$ cat src/rtl/lce_pkg.sv
package lce_pkg;
   typedef enum logic [1:0] {
      ST_IDLE = 2'd0,
      ST_EXP  = 2'd1,
      ST_LOW  = 2'd2,
      ST_PAD  = 2'd3
   } lce_state_e;
endpackage

$ cat src/rtl/lce_lowbit.sv
// Lowest-set-bit finder over a vector of W bits.
module lce_lowbit #(
   parameter int W     = 13,
   localparam int IDX_W = (W > 1) ? $clog2(W) : 1
) (
   input  logic [W-1:0]     vec,
   output logic [IDX_W-1:0] idx
);
   always_comb begin
      idx = '0;
      for (int i = W - 1; i >= 0; i--) begin
         if (vec[i]) idx = IDX_W'(i);
      end
   end
endmodule

$ cat src/rtl/lce_pack.sv
// Assembles one command entry: {template, exponent flag, immediate}.
module lce_pack #(
   parameter int TMPL_W = 9,
   parameter int IMM_W  = 8,
   localparam int ENT_W = TMPL_W + 1 + IMM_W
) (
   input  logic [TMPL_W-1:0] tmpl,
   input  logic              is_exp,
   input  logic [IMM_W-1:0]  imm,
   input  logic              blank,
   output logic [ENT_W-1:0]  entry
);
   always_comb begin
      if (blank) entry = '0;
      else       entry = {tmpl, is_exp, imm};
   end
endmodule

$ cat src/rtl/lce_encoder.sv
module lce_encoder
   import lce_pkg::*;
#(
   parameter int CNT_W  = 21,
   parameter int TMPL_W = 9,
   parameter int IMM_W  = 8,
   parameter bit PAD_EN = 1'b1,
   localparam int ENT_W = TMPL_W + 1 + IMM_W
) (
   input  logic              clk,
   input  logic              rst_n,
   input  logic              req_valid,
   output logic              req_ready,
   input  logic [CNT_W-1:0]  req_count,
   input  logic [TMPL_W-1:0] req_tmpl,
   input  logic              req_pad,
   output logic              out_valid,
   input  logic              out_ready,
   output logic [ENT_W-1:0]  out_entry,
   output logic              out_last
);
   localparam int HI_W  = CNT_W - IMM_W;
   localparam int IDX_W = (HI_W > 1) ? $clog2(HI_W) : 1;

   // elaboration-time parameter checks
   if (HI_W < 1) begin : g_bad_cnt
      $error("CNT_W must exceed IMM_W");
   end
   if (CNT_W - 1 >= (1 << IMM_W)) begin : g_bad_imm
      $error("IMM_W too narrow to hold an exponent");
   end
   if (TMPL_W < 1) begin : g_bad_tmpl
      $error("TMPL_W must be positive");
   end

   lce_state_e        st_q;
   logic [HI_W-1:0]   hi_q;
   logic [IMM_W-1:0]  lo_q;
   logic [TMPL_W-1:0] tmpl_q;
   logic              pad_q;
   logic              pad_in;

   if (PAD_EN) begin : g_pad
      assign pad_in = req_pad;
   end else begin : g_nopad
      logic unused_pad;
      assign unused_pad = req_pad;
      assign pad_in     = 1'b0;
   end

   logic [HI_W-1:0]  hi_in;
   logic [HI_W-1:0]  hi_next;
   logic [IDX_W-1:0] bit_idx;
   logic             last_exp;
   logic             accept;
   logic             take;
   lce_state_e       after_len;

   assign hi_in     = req_count[CNT_W-1:IMM_W];
   assign req_ready = (st_q == ST_IDLE);
   assign accept    = req_valid && req_ready;
   assign out_valid = (st_q != ST_IDLE);
   assign take      = out_valid && out_ready;
   assign hi_next   = hi_q & (hi_q - HI_W'(1));
   assign last_exp  = (hi_next == '0);
   assign after_len = pad_q ? ST_PAD : ST_IDLE;

   lce_lowbit #(.W(HI_W)) u_lowbit (
      .vec (hi_q),
      .idx (bit_idx)
   );

   logic             ent_exp;
   logic [IMM_W-1:0] ent_imm;
   logic             ent_blank;

   always_comb begin
      ent_exp   = (st_q == ST_EXP);
      ent_blank = (st_q == ST_PAD) || (st_q == ST_IDLE);
      if (st_q == ST_EXP) ent_imm = IMM_W'(bit_idx) + IMM_W'(IMM_W);
      else                ent_imm = lo_q;
   end

   lce_pack #(.TMPL_W(TMPL_W), .IMM_W(IMM_W)) u_pack (
      .tmpl   (tmpl_q),
      .is_exp (ent_exp),
      .imm    (ent_imm),
      .blank  (ent_blank),
      .entry  (out_entry)
   );

   always_comb begin
      unique case (st_q)
         ST_EXP:  out_last = last_exp && (lo_q == '0) && !pad_q;
         ST_LOW:  out_last = !pad_q;
         ST_PAD:  out_last = 1'b1;
         default: out_last = 1'b0;
      endcase
   end

   // A count with an empty upper part (below 255, or exactly 255) needs only
   // the immediate entry; any upper bit sends the run through exponents.
   always_ff @(posedge clk or negedge rst_n) begin
      if (!rst_n) begin
         st_q   <= ST_IDLE;
         hi_q   <= '0;
         lo_q   <= '0;
         tmpl_q <= '0;
         pad_q  <= 1'b0;
      end else begin
         unique case (st_q)
            ST_IDLE: if (accept) begin
               hi_q   <= hi_in;
               lo_q   <= req_count[IMM_W-1:0];
               tmpl_q <= req_tmpl;
               pad_q  <= pad_in;
               st_q   <= (hi_in != '0) ? ST_EXP : ST_LOW;
            end
            ST_EXP: if (take) begin
               hi_q <= hi_next;
               if (last_exp) st_q <= (lo_q != '0) ? ST_LOW : after_len;
            end
            ST_LOW: if (take) st_q <= after_len;
            ST_PAD: if (take) st_q <= ST_IDLE;
            default: st_q <= ST_IDLE;
         endcase
      end
   end


   hold_stable_chk: assert property (@(posedge clk) disable iff (!rst_n)
      (out_valid && !out_ready) |=> (out_valid && $stable(out_entry) && $stable(out_last)));


   busy_blocks_req_chk: assert property (@(posedge clk) disable iff (!rst_n)
      out_valid |-> !req_ready);


   exp_ascending_chk: assert property (@(posedge clk) disable iff (!rst_n)
      (out_valid && out_entry[IMM_W] && $past(take && out_entry[IMM_W]))
      |-> (out_entry[IMM_W-1:0] > $past(out_entry[IMM_W-1:0])));


   exp_range_chk: assert property (@(posedge clk) disable iff (!rst_n)
      (out_valid && out_entry[IMM_W]) |->
      ((out_entry[IMM_W-1:0] >= IMM_W'(IMM_W)) && (out_entry[IMM_W-1:0] < IMM_W'(CNT_W))));


   short_single_chk: assert property (@(posedge clk) disable iff (!rst_n)
      (accept && (hi_in == '0)) |=>
      (out_valid && !out_entry[IMM_W] && (out_entry[IMM_W-1:0] == $past(req_count[IMM_W-1:0]))));
endmodule

$ cat config.mk
export PLATFORM = sky130hd
export DESIGN_NAME = lce_encoder
export DESIGN_NICKNAME = d
export VERILOG_FILES = /design/src/rtl/lce_pkg.sv /design/src/rtl/lce_lowbit.sv /design/src/rtl/lce_pack.sv /design/src/rtl/lce_encoder.sv
export SDC_FILE = /design/constraint.sdc
export NUM_CORES = 1
export LEC_CHECK = 0
export BUFFER_PORTS_ARGS = -buffer_cell sky130_fd_sc_hd__buf_2
export CAP_MARGIN = 40
export CORE_UTILIZATION = 47
export DETAILED_ROUTE_END_ITERATION = 10
export PLACE_DENSITY = 0.76
export SYNTH_ARGS = -nofsm -noshare
export SYNTH_HDL_FRONTEND = slang
export SYNTH_SLANG_ARGS = --single-unit
$ cat constraint.sdc
create_clock -name clk -period 2.3 [get_ports clk]
set_input_delay 0.115 -clock clk [delete_from_list [all_inputs] [get_ports clk]]
set_output_delay 0.115 -clock clk [all_outputs]
set_load 0.05 [all_outputs]
==> metrics.txt <==
row cnt=22; initial antenna violation count=0; dpl hpwl=3661 um; CTS root buf=clkbuf_8; core area=3799 um2; crit path kind=flip-flop to output port; Final Hold Viols=0; Final Cell Area=around 2600 um2; Yosys reg bits=33; highest clock rate=0.4099 GHz; Worst Setup Start Kind=flip-flop; Synth top area share=42.72%; area leader, netlist=dfrtp_1; CTS tree=built; Post-synth EDFFs=0; total grt overflow=0; Max Buffers Root-to-Sink=2; setup ws final=-0.1394 ns; commonest cells after routing, fill and taps aside=52 x buf_2, 32 x dfrtp_1, 22 x buf_4; IO Count=56; GP Congestion=0.9124; Die ar.=4373 um2; fin nets=315; Routed WL=5205 um; Avg WL per Cell=approximately 16 um; Worst Clk Skew=0.001657 ns; vias in the first global route=about 1.8k; Crit path largest cell delay=slightly above 0.6 ns; CP cell instances=or4_4 > nor3b_4 > a221oi_2 > o21ai_1 > nand3b_1 > a221oi_4 > buf_6; Arr. time, crit path=2.32 ns; max-slew violation count=0; PortBufs=55; dpl ws=-0.004674 ns; failing checks=setup timing; measured slew at the worst slew-check pin=0.7358 ns; CP max stage cell=or4_4; Synth Cell Area=1933 um2; Reg clk slew, reported paths=approximately 0.070 ns; first-pass GRT wire length=8362 um; post-synthesis sequential area ratio=42.72%; GRT Util Overall=26.05%; main flop type after synthesis=dfrtp_1; Final ANT Viol Nets=0; CTS Buf Count=5; DR pass1 iterations=4; max cap viols=0; layout cells sized above 1=43.68%; fin crit share=106.1%; top cells by area, synth=dfrtp_1 43%, mux2_2 10%, and2_1 3.9%; post-layout minimum cycle time=2.439 ns; Mean Syn Cell Area=9.617 um2; Netlist cell types=40; Syn Nets=240; vias per cell=5.683; Cell Area, Placed=2367 um2; Hold/Removal Path Class=primary input to flip-flop; post-synthesis instance total=201; Data required, critical path=2.18 ns; largest net degree at the start of global routing=34; RSZ-0062 raised after global routing=true; DR DRC count=0; Final setup viols=1; area grow syn2layout=34.95%; critical path endpoint category=output port; vias=roughly 1.8k; Die Wd=between 60 and 70 um; initial core utilization=roughly half; die height=roughly 66 um; initial drt markers=156; commonest non-fill, non-tap cell in the layout=buf_2; antenna cells=0; Post-synth ARST share=100.0%; CP max FO=5; status=finished with violations; Sink Count=33; clk_lat worst skew=~0.29 ns; htree depth=2; Max-Slew Margin vs Limit=50.95%; Yosys Warn Count=0
## through the flow
step	cells	setup TNS, ns	hold WS [ns]	utilization [%]
after detailed placement	310	-0.004674	0.2198	62.32
after global routing	325	-0.2418	0.04642	68.68
after global placement	310	0	0.2186	62.32
after CTS	322	-0.1080	0.04246	66.93
final	325	-0.1394	0.04701	68.68
after floorplan	201	-0.2521	-0.1806	-
## worst max-delay path: cells and delay by family (launching register included)
family | cells | cell delay (ns)
simple gates | 3 | 1.00
flops | 1 | 0.44
compound gates | 3 | 0.40
buf+inv | 1 | 0.19
## final timing paths
check                               from         to  slack [ns]  cells after the start
min reg2reg                    tmpl_q[1]  tmpl_q[1]        0.51                      1
min in group asynchronous          rst_n   hi_q[11]        0.42                      2
max                              hi_q[0]   out_last       -0.14                      7
max reg2reg                      hi_q[0]    st_q[1]        0.10                      6
max in group asynchronous          rst_n    hi_q[0]        1.36                      2
min                        req_count[20]   hi_q[12]        0.05                      3
## cells by family (layout without fill, tap and decap cells)
kind of cell,Yosys count,count (layout),synth area share [%]
and+or+nand+nor,75,75,20.52
AOI/OAI and AO/OA,52,52,18.51
DFF,33,33,42.72
muxes,21,21,12.10
buffers and inverters,16,92,3.560
adders and majority gates,4,4,2.589
## state kept, by name, indices dropped and copies added, names as in the netlist
signal / cells
hi_q: 13
lo_q: 8
pad_q: 1
st_q: 2
tmpl_q: 9
## per-layer routing
metal	part of all wire [%]	wire, um	vias up	global-route usage [%]
met3	5.8	303	13	6.552
met5	0	0	-	0
met1	44	2291	886	32.39
met2	48	2477	71	41.58
li1	-	-	877	-
met4	2.5	132	0	13.30
## what timing repair did
action,CTS,global route
setup endpoints to repair,1,4
resized for setup,9,14
hold endpoints to repair,33,0
setup buffers,3,3
pin swaps,4,3
cloned,0,0
hold buffers,1,0
## final cells by class
class                           instances  area [um2]
Inverter                                7       26.28
Clock buffer                            5       68.82
Tap cell                               48       60.06
Clock inverter                          3       17.52
Fill cell                             311        1190
Sequential cell                        33       827.0
Timing Repair Buffer                   77       457.9
Multi-Input combinational cell        152        1151
## synth_stat cells (all sizes together), types with 2 or more instances
| cell | number |
|---|---|
| a211oi | 4 |
| a21o | 3 |
| a21oi | 10 |
| a221oi | 2 |
| a22o | 7 |
| and2 | 12 |
| buf | 2 |
| clkbuf | 7 |
| dfrtp | 33 |
| ha | 4 |
| inv | 6 |
| mux2 | 19 |
| mux2i | 2 |
| nand2 | 20 |
| nand3 | 2 |
| nor2 | 16 |
| nor2b | 6 |
| nor3 | 6 |
| nor4 | 8 |
| o21a | 3 |
| o21ai | 14 |
| o31a | 2 |
Power is not shown: default switching activity piles up to over one toggle a cycle in this logic, so the estimate is an artifact.
